==> config.mk <==
export PLATFORM = sky130hd
export DESIGN_NAME = rxq_tagged_fifo
export DESIGN_NICKNAME = d
export VERILOG_FILES = /design/src/rtl/rxq_pkg.sv /design/src/rtl/rxq_ctrl.sv /design/src/rtl/rxq_store.sv /design/src/rtl/rxq_thresh.sv /design/src/rtl/rxq_tagged_fifo.sv
export SDC_FILE = /design/constraint.sdc
export NUM_CORES = 1
export LEC_CHECK = 0
export BUFFER_PORTS_ARGS = -buffer_cell sky130_fd_sc_hd__buf_2
export CORE_MARGIN = 10
export CORE_UTILIZATION = 44
export DETAILED_ROUTE_END_ITERATION = 7
export PLACE_DENSITY = 0.66
export SLEW_MARGIN = 15
export SYNTH_ARGS = -nofsm -noshare
export SYNTH_HDL_FRONTEND = slang
export SYNTH_SLANG_ARGS = --single-unit
==> constraint.sdc <==
create_clock -name clk -period 4.1 [get_ports clk]
set_clock_uncertainty 0.2 [all_clocks]
set_input_delay 0.82 -clock clk [delete_from_list [all_inputs] [get_ports clk]]
set_output_delay 0.82 -clock clk [all_outputs]
set_load 0.02 [all_outputs]
==> src/rtl/rxq_pkg.sv <==
package rxq_pkg;

   // Per-character error tags kept alongside each stored byte
   typedef struct packed {
      logic brk;
      logic ferr;
      logic perr;
   } rxq_tag_t;

   localparam int TAG_W = $bits(rxq_tag_t);

endpackage

==> src/rtl/rxq_ctrl.sv <==
// Pointer, level and overrun bookkeeping of the tagged queue
module rxq_ctrl #(
   parameter int DEPTH = 16,
   parameter int AW    = 4,
   parameter int LVL_W = 5
) (
   input  logic             clk,
   input  logic             rst_n,
   input  logic             wr_valid,
   input  logic             rd_pop,
   input  logic             flush,
   input  logic             ovr_clr,
   output logic             push_ok,
   output logic [AW-1:0]    wr_ptr,
   output logic [AW-1:0]    rd_ptr,
   output logic [LVL_W-1:0] level,
   output logic [LVL_W-1:0] level_nxt,
   output logic             is_empty,
   output logic             is_full,
   output logic             ovr_flag
);

   localparam logic [LVL_W-1:0] LVL_FULL = LVL_W'(DEPTH);

   logic pop_ok;
   logic ovr_set;

   assign is_full  = (level == LVL_FULL);
   assign is_empty = (level == '0);

   // Acceptance is decided from the state before the edge
   assign push_ok = wr_valid & ~is_full  & ~flush;
   assign pop_ok  = rd_pop   & ~is_empty & ~flush;
   assign ovr_set = wr_valid &  is_full  & ~flush;

   always_comb begin
      if (flush) begin
         level_nxt = '0;
      end else begin
         level_nxt = level + LVL_W'(push_ok) - LVL_W'(pop_ok);
      end
   end

   always_ff @(posedge clk or negedge rst_n) begin
      if (!rst_n) begin
         wr_ptr <= '0;
         rd_ptr <= '0;
         level  <= '0;
      end else if (flush) begin
         wr_ptr <= '0;
         rd_ptr <= '0;
         level  <= '0;
      end else begin
         if (push_ok) wr_ptr <= wr_ptr + AW'(1);
         if (pop_ok)  rd_ptr <= rd_ptr + AW'(1);
         level <= level_nxt;
      end
   end

   // Sticky overflow flag; a new overflow wins over a clear
   always_ff @(posedge clk or negedge rst_n) begin
      if (!rst_n) begin
         ovr_flag <= 1'b0;
      end else if (ovr_set) begin
         ovr_flag <= 1'b1;
      end else if (ovr_clr) begin
         ovr_flag <= 1'b0;
      end
   end

endmodule

==> src/rtl/rxq_store.sv <==
// Entry storage: byte plus tag per slot, cleared by reset or flush
module rxq_store #(
   parameter int DEPTH  = 16,
   parameter int DATA_W = 8,
   parameter int AW     = 4
) (
   input  logic                  clk,
   input  logic                  rst_n,
   input  logic                  flush,
   input  logic                  wr_en,
   input  logic [AW-1:0]         wr_addr,
   input  logic [DATA_W-1:0]     wr_data,
   input  rxq_pkg::rxq_tag_t     wr_tag,
   input  logic [AW-1:0]         rd_addr,
   input  logic                  is_empty,
   output logic [DATA_W-1:0]     rd_data,
   output rxq_pkg::rxq_tag_t     rd_tag
);

   logic [DATA_W-1:0]  data_q [DEPTH];
   rxq_pkg::rxq_tag_t  tag_q  [DEPTH];

   always_ff @(posedge clk or negedge rst_n) begin
      if (!rst_n) begin
         for (int i = 0; i < DEPTH; i++) begin
            data_q[i] <= '0;
            tag_q[i]  <= '0;
         end
      end else if (flush) begin
         for (int i = 0; i < DEPTH; i++) begin
            data_q[i] <= '0;
            tag_q[i]  <= '0;
         end
      end else if (wr_en) begin
         data_q[wr_addr] <= wr_data;
         tag_q[wr_addr]  <= wr_tag;
      end
   end

   // Head view, forced to zero when nothing is stored
   always_comb begin
      if (is_empty) begin
         rd_data = '0;
         rd_tag  = '0;
      end else begin
         rd_data = data_q[rd_addr];
         rd_tag  = tag_q[rd_addr];
      end
   end

endmodule

==> src/rtl/rxq_thresh.sv <==
// Threshold select, data request and active-low ready output
module rxq_thresh #(
   parameter int LVL_W      = 5,
   parameter int TRIG_L0    = 1,
   parameter int TRIG_L1    = 4,
   parameter int TRIG_L2    = 8,
   parameter int TRIG_L3    = 14,
   parameter bit READY_HYST = 1'b1
) (
   input  logic             clk,
   input  logic             rst_n,
   input  logic [1:0]       trig_sel,
   input  logic [LVL_W-1:0] level,
   input  logic [LVL_W-1:0] level_nxt,
   output logic             data_req,
   output logic             rx_ready_n
);

   logic [LVL_W-1:0] thr;
   logic             rdy_q;

   always_comb begin
      unique case (trig_sel)
         2'd0:    thr = LVL_W'(TRIG_L0);
         2'd1:    thr = LVL_W'(TRIG_L1);
         2'd2:    thr = LVL_W'(TRIG_L2);
         default: thr = LVL_W'(TRIG_L3);
      endcase
   end

   assign data_req = (level >= thr);

   generate
      if (READY_HYST) begin : g_hyst
         // Assert at threshold, release only once drained
         always_ff @(posedge clk or negedge rst_n) begin
            if (!rst_n) begin
               rdy_q <= 1'b0;
            end else if (level_nxt >= thr) begin
               rdy_q <= 1'b1;
            end else if (level_nxt == '0) begin
               rdy_q <= 1'b0;
            end
         end
      end else begin : g_plain
         always_ff @(posedge clk or negedge rst_n) begin
            if (!rst_n) begin
               rdy_q <= 1'b0;
            end else begin
               rdy_q <= (level_nxt >= thr);
            end
         end
      end
   endgenerate

   assign rx_ready_n = ~rdy_q;

endmodule

==> src/rtl/rxq_tagged_fifo.sv <==
module rxq_tagged_fifo #(
   parameter int DATA_W     = 8,
   parameter int DEPTH      = 16,
   parameter int TRIG_L0    = 1,
   parameter int TRIG_L1    = 4,
   parameter int TRIG_L2    = 8,
   parameter int TRIG_L3    = 14,
   parameter bit READY_HYST = 1'b1,
   localparam int AW        = $clog2(DEPTH),
   localparam int LVL_W     = $clog2(DEPTH + 1)
) (
   input  logic              clk,
   input  logic              rst_n,
   input  logic              wr_valid,
   input  logic [DATA_W-1:0] wr_data,
   input  logic              wr_perr,
   input  logic              wr_ferr,
   input  logic              wr_brk,
   input  logic              rd_pop,
   input  logic              flush,
   input  logic              ovr_clr,
   input  logic [1:0]        trig_sel,
   output logic [DATA_W-1:0] head_data,
   output logic              head_perr,
   output logic              head_ferr,
   output logic              head_brk,
   output logic [LVL_W-1:0]  fill_level,
   output logic              empty,
   output logic              full,
   output logic              data_req,
   output logic              rx_ready_n,
   output logic              overrun
);

   // Elaboration-time parameter checks
   generate
      if (DEPTH < 2 || (DEPTH & (DEPTH - 1)) != 0) begin : g_bad_depth
         $error("rxq_tagged_fifo: DEPTH must be a power of two, at least 2");
      end
      if (DATA_W < 1) begin : g_bad_width
         $error("rxq_tagged_fifo: DATA_W must be positive");
      end
      if (TRIG_L0 < 1 || TRIG_L0 >= TRIG_L1 || TRIG_L1 >= TRIG_L2 ||
          TRIG_L2 >= TRIG_L3 || TRIG_L3 > DEPTH) begin : g_bad_trig
         $error("rxq_tagged_fifo: thresholds must rise strictly within 1..DEPTH");
      end
   endgenerate

   logic              push_ok;
   logic [AW-1:0]     wr_ptr;
   logic [AW-1:0]     rd_ptr;
   logic [LVL_W-1:0]  level_nxt;
   rxq_pkg::rxq_tag_t in_tag;
   rxq_pkg::rxq_tag_t out_tag;

   assign in_tag = '{brk: wr_brk, ferr: wr_ferr, perr: wr_perr};

   rxq_ctrl #(.DEPTH(DEPTH), .AW(AW), .LVL_W(LVL_W)) u_ctrl (
      .clk       (clk),
      .rst_n     (rst_n),
      .wr_valid  (wr_valid),
      .rd_pop    (rd_pop),
      .flush     (flush),
      .ovr_clr   (ovr_clr),
      .push_ok   (push_ok),
      .wr_ptr    (wr_ptr),
      .rd_ptr    (rd_ptr),
      .level     (fill_level),
      .level_nxt (level_nxt),
      .is_empty  (empty),
      .is_full   (full),
      .ovr_flag  (overrun)
   );

   rxq_store #(.DEPTH(DEPTH), .DATA_W(DATA_W), .AW(AW)) u_store (
      .clk      (clk),
      .rst_n    (rst_n),
      .flush    (flush),
      .wr_en    (push_ok),
      .wr_addr  (wr_ptr),
      .wr_data  (wr_data),
      .wr_tag   (in_tag),
      .rd_addr  (rd_ptr),
      .is_empty (empty),
      .rd_data  (head_data),
      .rd_tag   (out_tag)
   );

   rxq_thresh #(
      .LVL_W(LVL_W), .TRIG_L0(TRIG_L0), .TRIG_L1(TRIG_L1),
      .TRIG_L2(TRIG_L2), .TRIG_L3(TRIG_L3), .READY_HYST(READY_HYST)
   ) u_thresh (
      .clk        (clk),
      .rst_n      (rst_n),
      .trig_sel   (trig_sel),
      .level      (fill_level),
      .level_nxt  (level_nxt),
      .data_req   (data_req),
      .rx_ready_n (rx_ready_n)
   );

   assign head_perr = out_tag.perr;
   assign head_ferr = out_tag.ferr;
   assign head_brk  = out_tag.brk;

endmodule

==> impl_metrics.env, run 1 <==
export IMPL_synth_cells=799
export IMPL_firstDrtPassIters=4
export IMPL_ys_seq_area_share_pct=49.5
export IMPL_gp_congestion=0.782
export IMPL_antenna_found_initial=1
export IMPL_crit_type="register to register"
export IMPL_cts_tree="built"
export IMPL_clkLatencyLatePin_ns=0.44
export IMPL_fp_dieW_um=168
export IMPL_dieArea_sq_um=28300
export IMPL_setup_viol=0
export IMPL_worstSetupStartpointType="register"
export IMPL_maxCapViolCount=0
export IMPL_wirelength_mm=23.3
export IMPL_antenna_left=0
export IMPL_core_area_sq_um=21700
export IMPL_worst_setup_path_end_kind="register"
export IMPL_syn_area_per_cell_sq_um=12.1
export IMPL_synth_edff_count=0
export IMPL_synth_distinct_cells=37
export IMPL_cp_arrival_ns=4.00
export IMPL_synth_top_flop_cell="dfrtp_1"
export IMPL_die_height_um=168
export IMPL_holdCritPathClass="input pin to asynchronous set/reset pin"
export IMPL_holdWs_ns=0.186
export IMPL_cts_root_buf="clkbuf_16"
export IMPL_nets=866
export IMPL_finalCritPeriodShare_pct=94.8
export IMPL_place_area_sq_um=10200
export IMPL_fmax_ghz=0.257
export IMPL_io_buffers=39
export IMPL_path_max_fanout=4
export IMPL_p_total_uw=5170
export IMPL_power_density_nw_per_um2=474
export IMPL_clock_sinks=191
export IMPL_wire_per_inst_um=20.8
export IMPL_drc=0
export IMPL_clk_path_buf_depth=2
export IMPL_num_rows=54
export IMPL_diodes=0
export IMPL_area_delta_synth_final_pct=12.9
export IMPL_fin_crit_ns=3.89
export IMPL_grt_max_degree=101
export IMPL_ys_warn_count=0
export IMPL_synth_area_sq_um=9660
export IMPL_synth_top_area_share_pct=49.5
export IMPL_vias=6143
export IMPL_cp_required_ns=4.21
export IMPL_grt_pass1_vias=6427
export IMPL_grt_usage_pct=16.9
export IMPL_status="completed"
export IMPL_synth_fp_nets=838
export IMPL_post_dp_hpwl_mm=14.7
export IMPL_yosysMostFrequentCell="dfrtp_1"
export IMPL_async_flop_share_pct=100
export IMPL_drive_gt1_share_pct=21.1
export IMPL_cellLeakagePower_uw=0.00495
export IMPL_synth_common_cells="dfrtp_1 (191), nor2_1 (189), mux2i_1 (176)"
export IMPL_slew_violations=0
export IMPL_grt_pass1_wl_mm=37.6
export IMPL_utilization_pct=50.3
export IMPL_final_area_sq_um=10900
export IMPL_tightest_slew_ns=1.07
export IMPL_synthTopCellsByArea="dfrtp_1 (49%), mux2i_1 (18%), mux4_2 (12%)"
export IMPL_avgViaCountPerCell=5.48
export IMPL_yosysTopAreaCell="dfrtp_1"
export IMPL_ios=40
export IMPL_vdd_drop_max_uv=291
export IMPL_start_util_pct=44.5
export IMPL_drt_iter0_drc=505
export IMPL_grt_ovfl_total=0
export IMPL_ys_ff_latch=191
export IMPL_hold_viol=0
export IMPL_max_slew_margin_rel_pct=28.5
export IMPL_htreeDepth=4
export IMPL_path_clk_slew_ns=0.07
export IMPL_postCtsHoldBufs=0
export IMPL_cts_buffers_inserted=17
final cells by class:
class | count | area (sq um)
fill | 1887 | 10800
sequential | 191 | 4780
multi-input combinational | 523 | 4550
timing repair buffer | 74 | 498
clock buffer | 18 | 439
tap | 280 | 350
clock inverter | 14 | 205
inverter | 20 | 75.1
power by group:
group	total (uW)	switching (uW)	internal, uW
Combinational	1300	758	540
Clock	1810	763	1050
Sequential	2060	96.6	1960
Total	5170	1620	3550
cells by family (layout without fill, tap and decap cells):
kind of cell             count (synthesis)  after routing  share of synthesized area, %
multiplexers                           231            231                          31.2
flip-flops                             191            191                          49.5
AND/OR/NAND/NOR                        248            248                          10.7
XOR/XNOR                                 8              8                         0.725
AO/OA/AOI/OAI                           16             16                          1.11
buffers and inverters                   85            126                          4.12
adder cells (fa/ha/maj)                 20             20                          2.67
routing by layer:
metal	track usage (%)	routed length [um]	share of wire [%]
met1	22.7	10400	45
met2	27.3	11500	50
met4	5.75	480	2.1
met5	0	17	0.073
met3	2.61	833	3.6
through the flow:
step / instances / setup TNS, ns / worst slack [ns]
floorplan: 799 / 0 / 0.113
global placement: 1087 / 0 / 0.209
detailed placement: 1087 / 0 / 0.122
CTS: 1119 / 0 / 0.106
global route: 1120 / -0.000264 / -0.000264
finish: 1120 / 0 / 0.214
worst max-delay path, stage by stage (launching register included):
cell and delay (ns):
dfrtp_1 0.41, inv_1 0.09, ha_1 0.16, or4b_2 0.63, nand2_2 0.13, nor2_1 0.05
ha_1 0.27, inv_1 0.05, ha_1 0.15, inv_1 0.05, fa_1 0.41, xor2_2 0.19
nor2_2 0.06, ha_1 0.30, o21ai_0 0.16, a21oi_1 0.05, or4_1 0.40
state kept, by name (all words and copies together) (netlist names):
signal,count
u_ctrl.ovr_flag,1
u_ctrl.rd_ptr,4
u_store.tag_q,48
u_ctrl.wr_ptr,4
u_store.data_q,128
u_thresh.rdy_q,1
u_ctrl.level,5
final timing paths:
kind	slack, ns	to	start	cells past startpoint
setup / recovery	0.21	u_thresh.rdy_q$_DFFE_PN0P_	u_ctrl.level[3]$_DFF_PN0_	16
hold / removal	0.19	u_store.tag_q[46]$_DFFE_PN0P_	rst_n	1
setup reg to reg	0.21	u_thresh.rdy_q$_DFFE_PN0P_	u_ctrl.level[3]$_DFF_PN0_	16
hold reg to reg	0.29	u_ctrl.ovr_flag$_DFFE_PN0P_	u_ctrl.ovr_flag$_DFFE_PN0P_	1
max in group asynchronous	2.61	u_store.data_q[84]$_DFFE_PN0P_	rst_n	2
min in group clk	0.29	u_ctrl.ovr_flag$_DFFE_PN0P_	u_ctrl.ovr_flag$_DFFE_PN0P_	1
layout by cell type (no fill, tap or decap), types with 8 or more instances in the layout:
cell       count
nand3_1        8
clkbuf_16     17
nand2_1       11
buf_4         33
inv_1         19
ha_1          19
buf_2         37
nor3_2        12
mux2i_1      176
and2_1        11
dfrtp_1      189
nor2_1       188
mux4_2        52
what timing repair did:
| item | 4_1_cts | 5_1_grt |
|---|---|---|
| buffers inserted | 0 | 1 |
| setup endpoints to repair | 0 | 1 |
| gates resized for setup | 0 | 3 |
No activity file was read; power rests on OpenSTA's default activity.
==> run 2: changes to the inputs <==
PLACE_DENSITY = 0.61   (was 0.66)
==> impl_metrics.env, run 2 (synthesis results as in run 1) <==
export IMPL_cellLeakagePower_uw=0.00494
export IMPL_crit_path_start="u_ctrl.level[2]$_DFF_PN0_"
export IMPL_num_rows=54
export IMPL_fmax_ghz=0.254
export IMPL_ios=40
export IMPL_path_common_cell="ha_1"
export IMPL_cp_slowest_cell="or4b_2"
export IMPL_fin_crit_ns=3.94
export IMPL_finalCritPeriodShare_pct=96.0
export IMPL_drive_gt1_share_pct=19.9
export IMPL_path_clk_slew_ns=0.07
export IMPL_post_dp_hpwl_mm=14.7
export IMPL_crit_chain="inv_1 > ha_1 > or4b_2 > nand2_2 > nor2_1 > ha_1 > inv_1 > ha_1 > inv_1 > fa_2 > xor2_1 > nor2_1 > ha_1 > o21ai_1 > a21oi_1 > or4_1"
export IMPL_io_buffers=39
export IMPL_clkLatencyLatePin_ns=0.43
export IMPL_setup_viol=0
export IMPL_cts_buffers_inserted=17
export IMPL_grt_max_degree=95
export IMPL_cp_arrival_ns=4.04
export IMPL_vias=6217
export IMPL_cts_root_buf="clkbuf_16"
export IMPL_layout_common_cells="nor2_1 (189), dfrtp_1 (189), mux2i_1 (176)"
export IMPL_firstDrtPassIters=5
export IMPL_tightest_slew_ns=0.955
export IMPL_max_slew_margin_rel_pct=36.3
export IMPL_worstSetupStartpointType="register"
export IMPL_slowest_delay_ns=0.63
export IMPL_reg2reg_from="u_ctrl.level[2]$_DFF_PN0_"
export IMPL_grt_pass1_wl_mm=38.1
export IMPL_fp_dieW_um=168
export IMPL_diodes=0
export IMPL_largest_reg_flops=128
export IMPL_crit_type="register to register"
export IMPL_grt_ovfl_total=0
export IMPL_holdWs_ns=0.233
export IMPL_nets=860
export IMPL_path_max_fanout=4
export IMPL_grt_pass1_vias=6550
export IMPL_antenna_found_initial=2
export IMPL_power_density_nw_per_um2=484
export IMPL_hold_viol=0
export IMPL_avgViaCountPerCell=5.59
export IMPL_dieArea_sq_um=28300
export IMPL_cts_tree="built"
export IMPL_reg_largest_list="u_store.data_q x128, u_store.tag_q x48, u_ctrl.level x5"
export IMPL_utilization_pct=50.3
export IMPL_die_height_um=168
export IMPL_wirelength_mm=23.8
export IMPL_vdd_drop_max_uv=280
export IMPL_antenna_left=0
export IMPL_fillers=1830
export IMPL_gp_congestion=0.818
export IMPL_htreeDepth=4
export IMPL_clock_sinks=191
export IMPL_status="completed"
export IMPL_maxCapViolCount=0
export IMPL_wire_per_inst_um=21.3
export IMPL_slew_violations=0
export IMPL_core_area_sq_um=21700
export IMPL_drt_iter0_drc=540
export IMPL_drc=0
export IMPL_cp_required_ns=4.20
export IMPL_holdCritPathClass="input pin to asynchronous set/reset pin"
export IMPL_grt_usage_pct=17.1
export IMPL_area_delta_synth_final_pct=12.9
export IMPL_start_util_pct=44.5
export IMPL_largest_register="u_store.data_q"
export IMPL_clk_path_buf_depth=2
export IMPL_worst_setup_path_end_kind="register"
run 2: stage by stage:
stage / worst slack, ns / setup TNS, ns / instances / power (uW) / area, sq um
3_5_place_dp: 0.0890 / 0 / 1079 / 3370 / 10200
6_report: 0.163 / 0 / 1113 / 5280 / 10900
4_1_cts: 0.0864 / 0 / 1110 / 5310 / 10900
5_1_grt: -0.0308 / -0.0308 / 1113 / 5520 / 10900
3_3_place_gp: 0.253 / 0 / 1079 / 3340 / 10200
2_1_floorplan: 0.113 / 0 / 799 / 2970 / 9660
run 2: worst paths after layout:
path	end	slack (ns)	cells past startpoint
setup reg to reg	u_thresh.rdy_q$_DFFE_PN0P_	0.16	16
hold reg to reg	u_ctrl.ovr_flag$_DFFE_PN0P_	0.29	1
max in group asynchronous	u_store.tag_q[33]$_DFFE_PN0P_	2.48	2
min in group clk	u_ctrl.ovr_flag$_DFFE_PN0P_	0.29	1
setup / recovery	u_thresh.rdy_q$_DFFE_PN0P_	0.16	16
hold / removal	u_ctrl.level[4]$_DFF_PN0_	0.23	1
run 2: power by group:
part           switching (uW)  internal, uW  total (uW)
clock network             709          1220        1930
logic                     779           539        1320
registers                69.9          1960        2030
run 2: layer usage:
layer	part of all wire (%)	track usage, %	vias up
li1	-	-	2812
met1	44	22.8	3266
met2	50	27.8	110
met3	4.3	3.05	25
met4	1.3	5.07	4
met5	0.084	0	-
run 2: critical path: cells and delay by family (launching register included):
family                     cells  cell delay (ns)
AOI/OAI and AO/OA              2             0.21
xor gates and xnor gates       1             0.17
DFF                            1             0.41
buffers and inverters          3             0.21
and+or+nand+nor                5             1.40
adders and majority gates      5             1.21
run 2: layout make-up:
cell class | count | area, sq um | share of cell area, %
clock buffer | 21 | 450 | 4.13
timing repair buffer | 68 | 465 | 4.27
multi-input combinational | 523 | 4550 | 41.7
sequential | 191 | 4780 | 43.9
tap | 280 | 350 | 3.21
inverter | 20 | 75.1 | 0.689
clock inverter | 10 | 233 | 2.13
run 2: repair_timing:
item / 4_1_cts / 5_1_grt
resized for setup: 0 / 3
setup buffers: 0 / 3
hold buffers: 0 / 0
endpoints found under the setup margin: 0 / 1
==> run 3: changes to the inputs <==
PLACE_DENSITY = 0.63   (was 0.61)
clock period = 3.51 ns   (was 4.1 ns; I/O delays follow)
==> impl_metrics.env, run 3 (synthesis results as in run 1) <==
export IMPL_status="complete, but fails checks"
export IMPL_violations="setup timing"
export IMPL_htreeDepth=4
export IMPL_worst_setup_path_end_kind="register"
export IMPL_largest_register="u_store.data_q"
export IMPL_num_rows=54
export IMPL_drive_gt1_share_pct=23.2
export IMPL_cts_root_buf="clkbuf_16"
export IMPL_antenna_found_initial=0
export IMPL_die_height_um=168
export IMPL_core_area_sq_um=21700
export IMPL_setup_viol=1
export IMPL_swShare_pct=31.9
export IMPL_maxCapViolCount=0
export IMPL_cp_arrival_ns=3.73
export IMPL_cts_buffers_inserted=17
export IMPL_slowest_delay_ns=0.48
export IMPL_crit_chain="inv_2 > ha_4 > or4b_4 > nand2_4 > nor2_4 > ha_4 > inv_4 > ha_4 > inv_2 > fa_2 > nor2_1 > ha_1 > o21ai_0 > a21oi_1 > or4_1"
export IMPL_gp_congestion=0.781
export IMPL_nets=878
export IMPL_r2r_slack_ns=-0.12
export IMPL_power_frac_clock_pct=31.7
export IMPL_postCtsHoldBufs=0
export IMPL_largest_reg_flops=128
export IMPL_reg2reg_depth=15
export IMPL_rsz0062_at_grt="true"
export IMPL_post_dp_hpwl_mm=14.3
export IMPL_fillers=1912
export IMPL_holdCritPathClass="input pin to asynchronous set/reset pin"
export IMPL_place_area_sq_um=10400
export IMPL_crit_type="register to register"
export IMPL_grt_usage_pct=16.8
export IMPL_layout_common_cells="nor2_1 (187), dfrtp_1 (187), mux2i_1 (176)"
export IMPL_power_switching_uw=1900
export IMPL_p_comb_share_pct=28.6
export IMPL_area_delta_synth_final_pct=14.4
export IMPL_cellLeakagePower_uw=0.00499
export IMPL_start_util_pct=44.5
export IMPL_fin_crit_ns=3.63
export IMPL_clk_path_buf_depth=2
export IMPL_diodes=0
export IMPL_worstSetupStartpointType="register"
export IMPL_max_slew_margin_rel_pct=39.8
export IMPL_drt_iter0_drc=664
export IMPL_cp_slowest_cell="or4b_4"
export IMPL_dieArea_sq_um=28300
export IMPL_vdd_drop_max_uv=365
export IMPL_drc=0
export IMPL_wire_per_inst_um=20.8
export IMPL_grt_max_degree=183
export IMPL_tightest_slew_ns=0.903
export IMPL_finalCritPeriodShare_pct=103
export IMPL_path_max_fanout=2
export IMPL_antenna_left=0
export IMPL_hold_viol=0
export IMPL_internal_power_uw=4070
export IMPL_utilization_pct=51.0
export IMPL_ios=40
export IMPL_seqPwrFrac_pct=39.7
export IMPL_power_density_nw_per_um2=540
export IMPL_io_buffers=39
export IMPL_fin_ws_ns=-0.118
export IMPL_path_common_cell="ha_4"
export IMPL_cts_tree="built"
export IMPL_cp_required_ns=3.62
export IMPL_holdWs_ns=0.101
export IMPL_vias=6176
export IMPL_fmax_ghz=0.276
export IMPL_reg2reg_from="u_ctrl.level[3]$_DFF_PN0_"
export IMPL_firstDrtPassIters=5
export IMPL_avgViaCountPerCell=5.46
export IMPL_reg_largest_list="u_store.data_q x128, u_store.tag_q x48, u_ctrl.level x5"
export IMPL_clkLatencyLatePin_ns=0.43
export IMPL_grt_pass1_wl_mm=37.2
export IMPL_fp_dieW_um=168
export IMPL_final_area_sq_um=11100
export IMPL_grt_ovfl_total=0
export IMPL_r2r_end="u_thresh.rdy_q$_DFFE_PN0P_"
export IMPL_clock_sinks=191
export IMPL_grt_pass1_vias=6326
export IMPL_path_clk_slew_ns=0.07
export IMPL_p_total_uw=5970
export IMPL_slew_violations=0
export IMPL_wirelength_mm=23.6
run 3: worst max-delay path by stage:
stage	startpoint	to	depth (start not counted)	slack, ns
floorplan	u_ctrl.level[2]$_DFF_PN0_	u_thresh.rdy_q$_DFFE_PN0P_	17	-0.10
global placement	u_ctrl.level[2]$_DFF_PN0_	u_thresh.rdy_q$_DFFE_PN0P_	16	-0.05
detailed placement	u_ctrl.level[2]$_DFF_PN0_	u_thresh.rdy_q$_DFFE_PN0P_	16	-0.09
CTS	u_ctrl.level[2]$_DFF_PN0_	u_thresh.rdy_q$_DFFE_PN0P_	16	-0.05
global route	u_ctrl.level[3]$_DFF_PN0_	u_thresh.rdy_q$_DFFE_PN0P_	16	-0.23
finish	u_ctrl.level[3]$_DFF_PN0_	u_thresh.rdy_q$_DFFE_PN0P_	15	-0.12
run 3: per-layer routing:
metal,wire (um),GRT usage [%],vias to the layer above
met2,11700,27.6,112
met4,293,4.43,0
met5,0,0,-
met3,815,2.91,20
li1,-,-,2856
met1,10700,22.6,3188
run 3: area by class of cell:
class                           count  area (sq um)  share of cell area [%]
Multi-Input combinational cell    523          4610                    41.7
Tap cell                          280           350                    3.17
Clock buffer                       22           464                    4.20
Sequential cell                   191          4790                    43.3
Timing Repair Buffer               86           658                    5.96
Clock inverter                     10           106                   0.962
Inverter                           20          77.6                   0.702
run 3: power by group through the flow:
stage / sequential (uW) / clock, uW / combinational [uW]
6_report: 2370 / 1890 / 1710
4_1_cts: 2370 / 1920 / 1660
2_1_floorplan: 2410 / 0 / 1090
3_3_place_gp: 2400 / 0 / 1620
3_5_place_dp: 2410 / 0 / 1640
5_1_grt: 2380 / 2010 / 1860
run 3: worst max-delay path, delay by kind of cell (launching register included):
kind,cells,cell delay [ns]
flops,1,0.41
buf+inv,3,0.17
compound gates,2,0.15
simple gates,5,1.31
fa+ha+maj,5,1.25
run 3: through the flow:
| stage | worst slack (ns) | setup TNS [ns] | std cells |
|---|---|---|---|
| finish | -0.118 | -0.118 | 1132 |
| global placement | -0.0526 | -0.0526 | 1097 |
| floorplan | -0.102 | -0.102 | 799 |
| global route | -0.226 | -0.226 | 1132 |
| detailed placement | -0.0883 | -0.0883 | 1097 |
| CTS | -0.0490 | -0.0490 | 1131 |
run 3: repair_timing:
item | in CTS | in global routing
endpoints found under the hold margin | 0 | 0
pin swaps | 3 | 9
setup endpoints to repair | 2 | 2
gates resized for setup | 3 | 13
buffers inserted | 2 | 1
